File: config.mk
export PLATFORM = sky130hd
export DESIGN_NAME = tx_nibble_fmt
export DESIGN_NICKNAME = d
export VERILOG_FILES = /design/src/rtl/tx_nib_pkg.sv /design/src/rtl/tx_nib_sat.sv /design/src/rtl/tx_nib_seq.sv /design/src/rtl/tx_nib_ser.sv /design/src/rtl/tx_nibble_fmt.sv
export SDC_FILE = /design/constraint.sdc
export NUM_CORES = 1
export LEC_CHECK = 0
export BUFFER_PORTS_ARGS = -buffer_cell sky130_fd_sc_hd__buf_2
export CORE_MARGIN = 5
export CORE_UTILIZATION = 30
export DETAILED_ROUTE_END_ITERATION = 16
export PLACE_DENSITY = 0.48
export SYNTH_ARGS = -nofsm -noshare
export SYNTH_HDL_FRONTEND = slang
export SYNTH_SLANG_ARGS = --single-unit
File: constraint.sdc
create_clock -name clk -period 2.1 [get_ports clk]
set_clock_uncertainty 0.05 [all_clocks]
set_input_delay 0.21 -clock clk [delete_from_list [all_inputs] [get_ports clk]]
set_output_delay 0.21 -clock clk [all_outputs]
set_load 0.01 [all_outputs]
File: src/rtl/tx_nib_pkg.sv
package tx_nib_pkg;
   typedef enum logic {
      RATE_FULL = 1'b0,
      RATE_HALF = 1'b1
   } rate_e;
endpackage

File: src/rtl/tx_nib_sat.sv
module tx_nib_sat #(
   parameter int IN_W     = 16,
   parameter int SAT_W    = 15,
   parameter int ZERO_LSB = 3
) (
   input  logic [IN_W-1:0] din,
   output logic [IN_W-1:0] dout
);
   localparam int HEAD = IN_W - SAT_W + 1;

   logic [HEAD-1:0] head;
   logic            ovf;
   logic [IN_W-1:0] sat;

   assign head = din[IN_W-1:SAT_W-1];
   assign ovf  = (|head) && !(&head);

   always_comb begin
      if (!ovf)
         sat = din;
      else if (din[IN_W-1])
         sat = {{HEAD{1'b1}}, {(SAT_W-1){1'b0}}};
      else
         sat = {{HEAD{1'b0}}, {(SAT_W-1){1'b1}}};
   end

   generate
      if (ZERO_LSB > 0) begin : g_trim
         assign dout = {sat[IN_W-1:ZERO_LSB], {ZERO_LSB{1'b0}}};
      end else begin : g_keep
         assign dout = sat;
      end
   endgenerate
endmodule

File: src/rtl/tx_nib_seq.sv
module tx_nib_seq
   import tx_nib_pkg::*;
#(
   parameter int NIBBLES = 4,
   parameter int STRETCH = 2,
   localparam int SLOT_W = $clog2(NIBBLES)
) (
   input  logic              clk,
   input  logic              rst,
   input  logic              mode_in,
   output logic [SLOT_W-1:0] slot,
   output logic              word_end
);
   localparam logic [SLOT_W-1:0] LAST = SLOT_W'(NIBBLES - 1);

   rate_e             rate_q;
   logic [SLOT_W-1:0] slot_q;
   logic              last_sub;

   generate
      if (STRETCH > 1) begin : g_stretch
         localparam int SUB_W = $clog2(STRETCH);
         logic [SUB_W-1:0] sub_q;

         assign last_sub = (rate_q == RATE_FULL) || (sub_q == SUB_W'(STRETCH - 1));

         always_ff @(posedge clk) begin
            if (rst || last_sub)
               sub_q <= '0;
            else
               sub_q <= sub_q + 1'b1;
         end


         hold_slot_chk: assert property (@(posedge clk) disable iff (rst)
            (rate_q == RATE_HALF && sub_q == '0) |=> (slot_q == $past(slot_q)));
      end else begin : g_plain
         assign last_sub = 1'b1;
      end
   endgenerate

   assign word_end = last_sub && (slot_q == LAST);
   assign slot     = slot_q;

   always_ff @(posedge clk) begin
      if (rst) begin
         slot_q <= LAST;
         rate_q <= RATE_FULL;
      end else if (last_sub) begin
         if (word_end) begin
            slot_q <= '0;
            rate_q <= mode_in ? RATE_HALF : RATE_FULL;
         end else begin
            slot_q <= slot_q + 1'b1;
         end
      end
   end


   rate_locked_chk: assert property (@(posedge clk) disable iff (rst)
      !word_end |=> (rate_q == $past(rate_q)));
endmodule

File: src/rtl/tx_nib_ser.sv
module tx_nib_ser #(
   parameter int LANES   = 4,
   parameter int NIBBLES = 4,
   localparam int W      = LANES * NIBBLES,
   localparam int SLOT_W = $clog2(NIBBLES)
) (
   input  logic              clk,
   input  logic              rst,
   input  logic              load,
   input  logic [W-1:0]      word_in,
   input  logic [SLOT_W-1:0] slot,
   output logic [LANES-1:0]  nib_out,
   output logic              phase0
);
   logic [W-1:0] word_q;

   always_ff @(posedge clk) begin
      if (rst)
         word_q <= '0;
      else if (load)
         word_q <= word_in;
   end

   generate
      for (genvar j = 0; j < LANES; j++) begin : g_lane
         always_comb begin
            nib_out[j] = 1'b0;
            for (int k = 0; k < NIBBLES; k++)
               if (slot == SLOT_W'(k))
                  nib_out[j] = word_q[k*LANES + j];
         end
      end
   endgenerate

   assign phase0 = (slot == '0);
endmodule

File: src/rtl/tx_nibble_fmt.sv
module tx_nibble_fmt #(
   parameter int IN_W     = 16,
   parameter int SAT_W    = 15,
   parameter int ZERO_LSB = 3,
   parameter int LANES    = 4,
   parameter int STRETCH  = 2
) (
   input  logic             clk,
   input  logic             rst,
   input  logic             in_valid,
   input  logic [IN_W-1:0]  in_data,
   output logic             in_ready,
   input  logic             mode_half,
   output logic [LANES-1:0] nib_out,
   output logic             nib_phase0
);
   localparam int NIBBLES  = IN_W / LANES;
   localparam int SLOT_W   = $clog2(NIBBLES);
   localparam int N0_ZERO  = (ZERO_LSB < LANES) ? ZERO_LSB : LANES;
   localparam logic [LANES-1:0] N0_MASK = LANES'((1 << N0_ZERO) - 1);

   generate
      if (IN_W % LANES != 0) begin : g_bad_lanes
         $error("IN_W must be a multiple of LANES");
      end
      if (NIBBLES < 2) begin : g_bad_nib
         $error("at least two nibbles per word are required");
      end
      if (SAT_W >= IN_W || SAT_W < 2) begin : g_bad_sat
         $error("SAT_W must lie between 2 and IN_W-1");
      end
      if (ZERO_LSB >= SAT_W - 1) begin : g_bad_trim
         $error("ZERO_LSB leaves no data bits");
      end
      if (STRETCH < 1) begin : g_bad_stretch
         $error("STRETCH must be at least 1");
      end
   endgenerate

   logic [IN_W-1:0]   fmt_word;
   logic [IN_W-1:0]   load_word;
   logic [SLOT_W-1:0] slot;
   logic              word_end;

   tx_nib_sat #(.IN_W(IN_W), .SAT_W(SAT_W), .ZERO_LSB(ZERO_LSB)) u_sat (
      .din  (in_data),
      .dout (fmt_word)
   );

   tx_nib_seq #(.NIBBLES(NIBBLES), .STRETCH(STRETCH)) u_seq (
      .clk      (clk),
      .rst      (rst),
      .mode_in  (mode_half),
      .slot     (slot),
      .word_end (word_end)
   );

   assign load_word = in_valid ? fmt_word : '0;
   assign in_ready  = word_end;

   tx_nib_ser #(.LANES(LANES), .NIBBLES(NIBBLES)) u_ser (
      .clk     (clk),
      .rst     (rst),
      .load    (word_end),
      .word_in (load_word),
      .slot    (slot),
      .nib_out (nib_out),
      .phase0  (nib_phase0)
   );


   sat_range_chk: assert property (@(posedge clk) disable iff (rst)
      in_valid |-> ((&fmt_word[IN_W-1:SAT_W-1]) || !(|fmt_word[IN_W-1:SAT_W-1])));


   accept_n0_chk: assert property (@(posedge clk) disable iff (rst)
      (in_valid && in_ready) |=> nib_phase0);


   low_lines_chk: assert property (@(posedge clk) disable iff (rst)
      nib_phase0 |-> ((nib_out & N0_MASK) == '0));


   sign_pair_chk: assert property (@(posedge clk) disable iff (rst)
      (slot == SLOT_W'(NIBBLES - 1)) |-> (nib_out[LANES-1] == nib_out[LANES-2]));


   idle_zero_chk: assert property (@(posedge clk) disable iff (rst)
      (in_ready && !in_valid) |=> (nib_out == '0));
endmodule

==> flow_metrics.tcl <==
set metrics [dict create \
    use_met3 0.0190 \
    p_per_area_mw_per_mm2 823 \
    die_w_um 64.8 \
    status "finished, final reports clean" \
    synthDistinctLibCells 24 \
    syn-instance-count 98 \
    timing.final.crit_share 0.921 \
    grt_pass1_vias 740 \
    first_pass_iters 4 \
    setup_viol 0 \
    fmax_mhz 517 \
    worst_setup_path_start_kind "flip-flop" \
    synth_top_area_share 0.355 \
    initial_core_util 0.319 \
    required_ns 1.84 \
    vdd_ir_drop_max_mv 0.262 \
    placedCellCount 152 \
    drt_iter0_markers 7 \
    clock-sinks 16 \
    place_hpwl_um 1510 \
    clock-root-buffer "clkbuf_4" \
    ctsResizeCount 0 \
    yosys_warnings 0 \
    diodes 0 \
    critical_path_class "reg -> out" \
    rrSetupSlack_ns 0.67 \
    final_common_cell "buf_2" \
    drtAntennaViolNets 0 \
    ys_seq_elements 16 \
    maxCapViolCount 0 \
    total_leakage_power_nw 0.481 \
    synth_area_per_cell_um2 9.21 \
    fin_util 0.386 \
    routed_wl_um 1930 \
    routed_via_density 4.68 \
    synth.largest_area_cell "dfxtp_1" \
    clk_pin_slew_worst_paths_ns 0.09 \
    drive_above_1_share 0.376 \
    core_region_area_mm2 0.00283 \
    hold_viol_final 0 \
    grt.busiest_layer "met2" \
    grt_max_degree 17 \
    wire_per_inst_um 12.4 \
    crit_fanout 8 \
    layout_common_cells "buf_2 (22), dfxtp_1 (16), inv_1 (15)" \
    gp_congestion 0.750 \
    async_flop_share 0 \
    grt_overflow 0 \
    synth-seq-area-share 0.355 \
    grt_usage 0.102 \
    insertion_delay_ns 0.28 \
    io_pins 26 \
    worst_hold_path_type "in -> reg" \
    dr_total_vias 730 \
    port_buffers 22 \
    cts_tree "yes" \
    postCtsHoldBufs 0 \
    syn_area_um2 902 \
    gr-usage-met1 0.125 \
    endpoint_kind "output port" \
    post_cts_buffers 0 \
    die-area_mm2 0.00420 \
    layout.nets 150 \
    area_growth_pct 20.9 \
    rsz0062_at_grt "no" \
    htreeDepth 1 \
    clock_path_buffers 2 \
    synthTopCellsByArea "dfxtp_1 (36%), o32ai_2 (18%), inv_1 (6.2%)" \
    synth_edf_count 0 \
    route.detailed.drc 0 \
    grt_util_met2 0.163 \
    antenna_found_initial 0 \
    post-route-min-period_ns 1.93 \
    synthFlopType "dfxtp_1" \
    tightest_slew_ns 0.811 \
    grt_pass1_wl_um 3310 \
    n_fill_cell 309 \
    syn-num-nets 122 \
    worstPathArrival_ns 1.67 \
    rows 19 \
    die_height_um 64.8 \
    slew_headroom 0.458 \
    numCtsBuffers 3 \
    slew_violations 0 \
    finalNonFillerCells 156 \
    fin_setup_tns_ns 0 \
]
[cell usage after synthesis (3+ instances only)]
library cell and instances:
dfxtp_1 16, inv_1 15, nor2_1 13, o32ai_2 10
nand2_1 7, a21oi_1 6, o21ai_0 5, ha_1 4
and3b_1 3, buf_2 3, buf_6 3
[path summary, 6_finish.rpt]
check / startpoint / to / depth (start not counted)
worst max register to register: u_seq.slot[0] / u_ser.word_q[11] / 5
worst max-delay path: u_seq.slot[0] / nib_out[2] / 6
worst min register to register: u_ser.word_q[3] / u_ser.word_q[3] / 2
worst min-delay path: in_data[7] / u_ser.word_q[7] / 3
[where the power goes]
part	internal (mW)	leakage [nW]	switching [mW]
registers	0.343	0.131	0.0259
clock network	0.105	0.0210	0.0969
logic	0.147	0.329	0.179
total	0.596	0.481	0.302
[through the flow]
step | cell area [µm²] | setup slack (ns) | total power, mW | hold slack, ns
2_1_floorplan | 902 | 0.620 | 0.602 | 0.304
3_3_place_gp | 1050 | 0.473 | 0.703 | 0.388
3_5_place_dp | 1050 | 0.468 | 0.711 | 0.394
4_1_cts | 1090 | 0.133 | 0.919 | 0.0885
5_1_grt | 1090 | 0.00946 | 0.968 | 0.0950
6_report | 1090 | 0.165 | 0.898 | 0.0994
[sequential cells by signal, summed over array words and instances, names as in the netlist]
name and flops:
u_seq.slot 2, u_seq.g_stretch.sub_q 1, u_ser.word_q 12, u_seq.rate_q 1
[layer usage]
metal | vias to the layer above | routed length [µm]
met5 | - | 0
li1 | 391 | -
met2 | 13 | 941
met4 | 0 | 28
met1 | 324 | 886
met3 | 2 | 75
[final cells by class]
class	count	area [µm²]	area share
Tap cell	31	38.8	0.0356
Timing Repair Buffer	29	163	0.149
Sequential cell	16	320	0.294
Clock buffer	4	36.3	0.0333
Multi-Input combinational cell	61	477	0.437
Inverter	15	56.3	0.0516
[worst max-delay path, cell delays in order (launching register included)]
cell and delay [ns]:
dfxtp_1 0.41, inv_1 0.08, ha_1 0.29, and3b_1 0.25, a21oi_1 0.04, o21ai_0 0.16
buf_2 0.16
[logic make-up (layout without fill, tap and decap cells)]
| group | Yosys count | count (layout) | share of synthesized area |
|---|---|---|---|
| DFF | 16 | 16 | 0.355 |
| and+or+nand+nor | 30 | 30 | 0.168 |
| xor gates and xnor gates | 1 | 1 | 0.00971 |
| AOI/OAI and AO/OA | 26 | 26 | 0.295 |
| adders and majority gates | 4 | 4 | 0.0555 |
| buffers and inverters | 21 | 48 | 0.116 |
(Power assumes the default switching activity.)
